==> src/rtl/rxf_pkg.sv <==
package rxf_pkg;

    localparam int ADDR_BYTES = 6;
    localparam int BYTE_W     = 8;
    localparam int ADDR_W     = ADDR_BYTES * BYTE_W;
    localparam int CRC_W      = 32;
    localparam logic [CRC_W-1:0] CRC_POLY = 32'h04C1_1DB7;
    localparam int HASH_BINS  = 64;
    localparam int HASH_IDX_W = $clog2(HASH_BINS);
    localparam int REG_W      = 32;
    localparam int MODE_W     = 4;

    // mode bit positions
    localparam int MODE_ALL   = 0;
    localparam int MODE_PHYS  = 1;
    localparam int MODE_HASH  = 2;
    localparam int MODE_BCAST = 3;

    typedef enum logic [2:0] {
        SEL_MODE    = 3'd0,
        SEL_STA_LO  = 3'd1,
        SEL_STA_HI  = 3'd2,
        SEL_HASH_LO = 3'd3,
        SEL_HASH_HI = 3'd4
    } wsel_e;

    typedef struct packed {
        logic [MODE_W-1:0]    mode;
        logic [ADDR_W-1:0]    sta;
        logic [HASH_BINS-1:0] hash;
    } cfg_t;

endpackage

==> src/rtl/rxf_crc_byte.sv <==
module rxf_crc_byte #(
    parameter int               CRC_W  = 32,
    parameter int               BYTE_W = 8,
    parameter logic [CRC_W-1:0] POLY   = 32'h04C1_1DB7
) (
    input  logic [CRC_W-1:0]  crc_in,
    input  logic [BYTE_W-1:0] data,
    output logic [CRC_W-1:0]  crc_out
);

    // one shift stage per data bit, least significant bit first
    logic [CRC_W-1:0] stage [0:BYTE_W];

    assign stage[0] = crc_in;

    for (genvar i = 0; i < BYTE_W; i++) begin : g_bit
        logic fb;
        assign fb = stage[i][CRC_W-1] ^ data[i];
        assign stage[i+1] = {stage[i][CRC_W-2:0], 1'b0} ^ (fb ? POLY : '0);
    end

    assign crc_out = stage[BYTE_W];

endmodule

==> src/rtl/rxf_classify.sv <==
module rxf_classify #(
    parameter int ADDR_W    = 48,
    parameter int HASH_BINS = 64,
    parameter int MODE_W    = 4,
    localparam int IDX_W    = $clog2(HASH_BINS)
) (
    input  logic [ADDR_W-1:0]    addr,
    input  logic [IDX_W-1:0]     hash_idx,
    input  logic [MODE_W-1:0]    mode,
    input  logic [ADDR_W-1:0]    sta,
    input  logic [HASH_BINS-1:0] hash,
    output logic                 is_bcast,
    output logic                 is_phys,
    output logic                 is_mcast,
    output logic                 accept
);
    import rxf_pkg::*;

    logic group_bit;
    logic hash_hit;

    always_comb begin
        group_bit = addr[0];
        hash_hit  = hash[hash_idx];
        is_bcast  = &addr;
        is_phys   = (addr == sta);
        is_mcast  = group_bit && !is_bcast && hash_hit;
        accept    = mode[MODE_ALL]
                 || (mode[MODE_PHYS]  && is_phys)
                 || (mode[MODE_HASH]  && is_mcast)
                 || (mode[MODE_BCAST] && is_bcast);
    end

endmodule

==> src/rtl/rxf_addr_filter.sv <==
module rxf_addr_filter
    import rxf_pkg::*;
(
    input  logic             clk,
    input  logic             rst_n,
    input  logic             cfg_wr_en,
    input  logic [2:0]       cfg_wr_sel,
    input  logic [REG_W-1:0] cfg_wr_data,
    input  logic             rx_valid,
    input  logic             rx_sof,
    input  logic [BYTE_W-1:0] rx_byte,
    output logic             dec_valid,
    output logic             dec_accept,
    output logic             dec_bcast,
    output logic             dec_phys,
    output logic             dec_mcast
);

    localparam int CNT_W = $clog2(ADDR_BYTES + 1);
    localparam logic [CNT_W-1:0] CNT_FULL = CNT_W'(ADDR_BYTES);
    localparam logic [CNT_W-1:0] CNT_LAST = CNT_W'(ADDR_BYTES - 1);

    typedef struct packed {
        logic [CNT_W-1:0]  cnt;   // address bytes taken, 0 = idle
        logic [ADDR_W-1:0] addr;
        logic [CRC_W-1:0]  crc;
        cfg_t              shd;   // as written by software
        cfg_t              act;   // frozen at start of frame
        logic              dv;
        logic              acc;
        logic              bc;
        logic              ph;
        logic              mc;
    } state_t;

    state_t s_d, s_q;

    logic              take_sof;
    logic              take_cont;
    logic [CRC_W-1:0]  crc_seed;
    logic [CRC_W-1:0]  crc_nx;
    logic [ADDR_W-1:0] full_addr;
    logic              cl_bc, cl_ph, cl_mc, cl_acc;

    assign take_sof  = rx_valid && rx_sof;
    assign take_cont = rx_valid && !rx_sof && (s_q.cnt != '0) && (s_q.cnt < CNT_FULL);
    assign crc_seed  = take_sof ? '1 : s_q.crc;
    assign full_addr = {rx_byte, s_q.addr[ADDR_W-BYTE_W-1:0]};

    rxf_crc_byte #(
        .CRC_W  (CRC_W),
        .BYTE_W (BYTE_W),
        .POLY   (CRC_POLY)
    ) i_crc (
        .crc_in  (crc_seed),
        .data    (rx_byte),
        .crc_out (crc_nx)
    );

    rxf_classify #(
        .ADDR_W    (ADDR_W),
        .HASH_BINS (HASH_BINS),
        .MODE_W    (MODE_W)
    ) i_classify (
        .addr     (full_addr),
        .hash_idx (crc_nx[CRC_W-1 -: HASH_IDX_W]),
        .mode     (s_q.act.mode),
        .sta      (s_q.act.sta),
        .hash     (s_q.act.hash),
        .is_bcast (cl_bc),
        .is_phys  (cl_ph),
        .is_mcast (cl_mc),
        .accept   (cl_acc)
    );

    always_comb begin
        s_d     = s_q;
        s_d.dv  = 1'b0;
        s_d.acc = 1'b0;
        s_d.bc  = 1'b0;
        s_d.ph  = 1'b0;
        s_d.mc  = 1'b0;

        if (cfg_wr_en) begin
            case (cfg_wr_sel)
                SEL_MODE:    s_d.shd.mode = cfg_wr_data[MODE_W-1:0];
                SEL_STA_LO:  s_d.shd.sta[REG_W-1:0] = cfg_wr_data;
                SEL_STA_HI:  s_d.shd.sta[ADDR_W-1:REG_W] = cfg_wr_data[ADDR_W-REG_W-1:0];
                SEL_HASH_LO: s_d.shd.hash[REG_W-1:0] = cfg_wr_data;
                SEL_HASH_HI: s_d.shd.hash[HASH_BINS-1:REG_W] = cfg_wr_data;
                default: ;
            endcase
        end

        if (take_sof) begin
            s_d.act  = s_q.shd;
            s_d.cnt  = CNT_W'(1);
            s_d.addr = {{(ADDR_W-BYTE_W){1'b0}}, rx_byte};
            s_d.crc  = crc_nx;
        end else if (take_cont) begin
            s_d.addr[BYTE_W*s_q.cnt +: BYTE_W] = rx_byte;
            s_d.crc = crc_nx;
            s_d.cnt = s_q.cnt + CNT_W'(1);
            if (s_q.cnt == CNT_LAST) begin
                s_d.dv  = 1'b1;
                s_d.acc = cl_acc;
                s_d.bc  = cl_bc;
                s_d.ph  = cl_ph;
                s_d.mc  = cl_mc;
            end
        end
    end

    always_ff @(posedge clk or negedge rst_n) begin
        if (!rst_n) begin
            s_q <= '0;
        end else begin
            s_q <= s_d;
        end
    end

    assign dec_valid  = s_q.dv;
    assign dec_accept = s_q.acc;
    assign dec_bcast  = s_q.bc;
    assign dec_phys   = s_q.ph;
    assign dec_mcast  = s_q.mc;

    AST_DEC_ONE_CYCLE: assert property (@(posedge clk) disable iff (!rst_n)
        s_q.dv |=> !s_q.dv);

    AST_QUIET_BETWEEN: assert property (@(posedge clk) disable iff (!rst_n)
        !s_q.dv |-> !(s_q.acc || s_q.bc || s_q.ph || s_q.mc));

    AST_DEC_AFTER_BYTE: assert property (@(posedge clk) disable iff (!rst_n)
        s_q.dv |-> $past(rx_valid && !rx_sof));

    AST_ALL_ACCEPTS: assert property (@(posedge clk) disable iff (!rst_n)
        s_q.dv && s_q.act.mode[MODE_ALL] |-> s_q.acc);

    AST_PHYS_EQUAL: assert property (@(posedge clk) disable iff (!rst_n)
        s_q.dv && s_q.ph |-> (s_q.addr == s_q.act.sta));

    AST_BCAST_NOT_HASHED: assert property (@(posedge clk) disable iff (!rst_n)
        s_q.dv && s_q.bc |-> !s_q.mc);

    AST_MCAST_GROUP_BIT: assert property (@(posedge clk) disable iff (!rst_n)
        s_q.dv && s_q.mc |-> s_q.addr[0]);

    AST_ACCEPT_CAUSE: assert property (@(posedge clk) disable iff (!rst_n)
        s_q.dv && s_q.acc && !s_q.act.mode[MODE_ALL] |-> (s_q.bc || s_q.ph || s_q.mc));

    AST_ACT_FROZEN: assert property (@(posedge clk) disable iff (!rst_n)
        !(rx_valid && rx_sof) |=> $stable(s_q.act));

endmodule

==> config.mk <==
export PLATFORM = sky130hd
export DESIGN_NAME = rxf_addr_filter
export DESIGN_NICKNAME = d
export VERILOG_FILES = /design/src/rtl/rxf_pkg.sv /design/src/rtl/rxf_crc_byte.sv /design/src/rtl/rxf_classify.sv /design/src/rtl/rxf_addr_filter.sv
export SDC_FILE = /design/constraint.sdc
export NUM_CORES = 1
export LEC_CHECK = 0
export BUFFER_PORTS_ARGS = -buffer_cell sky130_fd_sc_hd__buf_4
export CAP_MARGIN = 20
export CORE_MARGIN = 8
export CORE_UTILIZATION = 41
export DETAILED_ROUTE_END_ITERATION = 7
export HOLD_SLACK_MARGIN = 0.12
export PLACE_DENSITY = 0.6
export SETUP_SLACK_MARGIN = 0.2
export SLEW_MARGIN = 10
export SYNTH_ARGS = -nofsm -noshare
export SYNTH_HDL_FRONTEND = slang
export SYNTH_HIERARCHICAL = 1
export SYNTH_SLANG_ARGS = --single-unit
==> constraint.sdc <==
create_clock -name clk -period 3.95 [get_ports clk]
set_clock_uncertainty 0.15 [all_clocks]
set_input_delay 0.1975 -clock clk [delete_from_list [all_inputs] [get_ports clk]]
set_output_delay 0.1975 -clock clk [all_outputs]
set_load 0.02 [all_outputs]
==> metrics.md <==
| Metric | Value |
|---|---|
| Status | `complete, no violations` |
| Layout fillers | `between 3000 and 4000` |
| Die area | `roughly 0.042 mm^2` |
| Pwr dens | `779 mW/mm^2` |
| Vias in the first global route | `9012` |
| Max capacitance violation total | `0` |
| Skew-Pair Late Insertion Delay | `0.52 ns` |
| Cell variety after synth | `59` |
| GP Congestion | `just under 0.8` |
| Slew HR | `a little over a third` |
| Die Y-Extent | `between 200 and 250 um` |
| Leak | `7.83 nW` |
| CTS Buf Count | `35` |
| Site row count | `69` |
| Largest stage delay, worst path | `a little under 0.6 ns` |
| Crit path max-delay family | `buffers and inverters` |
| Syn avg cell area | `~14 um^2` |
| Final cycle utilization of the critical path | `about nine tenths` |
| Crit Reg-Reg Startpoint | `s_q[261]` |
| DIE WIDTH | `204 um` |
| DRT antenna net count | `0` |
| Via Count | `8485` |
| Clock slew at reported path FFs | `~0.06 ns` |
| Worst path cell trace | `dlygate4sd3_1, buf_4, nand2_8, nand2b_1, xnor2_4, xnor3_2, xnor2_2, buf_12, mux4_1, mux2i_1, mux2i_1, a211o_1, and3_4, a21o_1, and2_1` |
| Post-synth EDFFs | `0` |
| CTS tree | `yes` |
| Crit path launch type | `input port` |
| First-pass GRT wire length | `53800 um` |
| Pin count of the biggest net entering global routing | `around 110` |
| Post-Place Worst Slack | `approximately 0.27 ns` |
| Worst Path Required | `around 4.2 ns` |
| Post-route DRC | `0` |
| Maximum VDD drop | `approximately 0.66 mV` |
| Wl on met1 | `16000 um` |
| Total grt overflow | `0` |
| Post-CTS Setup Inserts | `0` |
| Total Wirelength | `between 30000 and 40000 um` |
| Ys Warns | `6` |
| Asr flop ratio synth | `100%` |
| Syn_nets | `~1100` |
| Syn Inst Count | `about 1000` |
| Worst Max-Slew Pin Slew | `between 0.9 and 1 ns` |
| CTS Sinks | `312` |
| CTS Buffer Depth | `3` |
| Routed WL per cell | `between 20 and 25 um` |
| Worst Hold Class | `in -> async` |
| Top sig layer | `met4` |
| Metal3 WL | `about 1100 um` |
| Core area | `0.0352 mm^2` |
| Worst path slowest cell | `mux4_1` |
| First-pass DRT Iterations | `5` |
| CP Class | `in -> reg` |
| Hold Fails Final Rpt | `0` |
| Flop2flop setup slack | `between 0.4 and 0.5 ns` |
| Vias/cell | `around 5.3` |
| Synthesized area | `0.0145 mm^2` |
| Root buffer cell | `clkbuf_16` |
| Main synth FF type | `dfrtp_1` |
| IO Count | `53` |
| Initial antenna violation count | `3` |
| Setup_tns | `0 ns` |
| Crit. End Element | `register` |
| Cells on worst reg2reg path | `12` |
| Starting DRT DRC Count | `between 400 and 500` |
| Initial core utilization | `41.3%` |
| RSZ-0062 raised after global routing | `no` |
| Min setup slack post-route | `between 0.3 and 0.4 ns` |
| DR WL met2 | `roughly 16000 um` |
| Detailed placer's ending HPWL | `about 23000 um` |
| Flops & latches, synth | `~310` |
| Max FO, Critical Path | `16` |
| Min Tclk post-route | `between 3 and 4 ns` |
| GRT Overall Usage | `approximately 16%` |
| Worst flop-to-flop path endpoint | `dec_accept` |
| Seq/Total Area, Yosys | `between 50% and 60%` |
| Layout net count | `1184` |
| CP arrival | `between 3 and 4 ns` |
| Worst path bufs/invs | `3` |
| P&R area growth vs syn | `18.3%` |
| Fmax | `281 MHz` |
| Endpoints failing setup | `0` |
| Max-slew violations | `0` |
| H-tree depth | `2` |
| Share of layout cells above drive strength 1 | `33.0%` |
| IO Port Bufs | `52` |
| Most frequent cell on the critical path | `mux2i_1` |
[routing by layer]
layer | up-vias | global-route usage (%)
met4 | 0 | 3.99
li1 | 3854 | -
met5 | - | 0
met1 | 4451 | 23.9
met2 | 134 | 25.9
met3 | 46 | 2.30
[registers in the layout, indices dropped and copies added, names as in the netlist]
| register | cells |
|---|---|
| s_q | 267 |
| dec_valid | 1 |
| dec_bcast | 1 |
| dec_accept | 1 |
| full_addr | 40 |
| dec_mcast | 1 |
| dec_phys | 1 |
[layout make-up]
class	count	area (um^2)	area share, %
clock buffers	48	1020	5.91
flip-flops and latches	312	7810	45.4
inverters	13	48.8	0.284
repair buffers	130	1130	6.55
diodes	1	2.50	0.0146
well taps	461	577	3.35
multi-input cells	637	6480	37.7
clock inverters	13	133	0.771
[how the worst max path moves through the flow]
stage	startpoint	to	depth (start not counted)
after floorplan	rx_sof	dec_accept	16
after global placement	rx_sof	dec_accept	14
after detailed placement	rx_sof	dec_accept	14
after CTS	rx_sof	dec_accept	15
after global routing	rx_sof	dec_accept	15
final	rx_sof	dec_accept	15
[cells in the final DEF (no fill, tap or decap), drive strengths merged, types with 7 or more instances in the layout]
cell / instances
mux4: 13
nand4: 33
nand2: 44
clkinv: 9
nand2b: 32
dlygate4sd3: 47
ha: 7
nor4: 15
buf: 83
xnor2: 43
dfrtp: 312
mux2: 265
nand3: 13
clkbuf: 48
o21ai: 11
inv: 14
xor2: 53
xnor3: 13
mux2i: 44
[Yosys cell counts (4+ instances only)]
library cell	count	share of area (%)
nor4_1	15	0.65
nor2b_1	4	0.17
xor2_1	53	3.2
buf_1	7	0.18
xnor3_1	13	2.0
o21ai_0	10	0.34
mux2_2	207	16
nand2_1	44	1.1
nor3_1	4	0.14
xnor2_1	32	1.9
dfrtp_1	312	54
inv_1	13	0.34
mux2_1	58	4.5
buf_2	30	1.0
nand3_1	12	0.41
and2_1	6	0.26
mux2i_1	44	3.0
mux4_1	8	1.4
nand2b_1	32	1.4
clkbuf_1	9	0.23
a21oi_1	4	0.14
ha_1	7	0.60
xnor2_2	8	0.90
mux4_2	5	0.77
nand4_1	30	1.3
buf_4	7	0.36
[stage by stage]
stage / area [um^2] / hold WS [ns] / instances / power, mW / utilization (%)
after floorplan: 14600 / -0.248 / 1017 / 8.90 / -
after global placement: 15500 / 0.0855 / 1506 / 10.1 / 44.1
after detailed placement: 15500 / 0.0864 / 1506 / 10.2 / 44.1
after CTS: 17200 / 0.122 / 1614 / 13.6 / 48.7
after global routing: 17200 / 0.153 / 1614 / 14.2 / 48.8
final: 17200 / 0.0880 / 1615 / 13.4 / 48.8
[repair_timing]
action / 4_1_cts / 5_1_grt
hold endpoints to repair: 263 / 0
endpoints found under the setup margin: 0 / 1
hold buffers: 47 / 0
gates resized for setup: 0 / 4
[logic make-up (layout without fill, tap and decap cells)]
family,count (synthesis),after routing,synth area share [%]
multiplexers,322,322,25.8
flip-flops,312,312,53.7
AND/OR/NAND/NOR,169,169,7.05
XOR/XNOR,113,113,9.28
buffers and inverters,68,204,2.36
AO/OA/AOI/OAI,26,26,1.21
adder cells (fa/ha/maj),7,7,0.603
other,0,1,0
[power breakdown]
part / internal, mW / switching (mW)
clock network: 1.93 / 1.30
registers: 4.06 / 0.570
logic: 3.23 / 2.31
total: 9.22 / 4.18
Power figures use the tool's default switching activity.
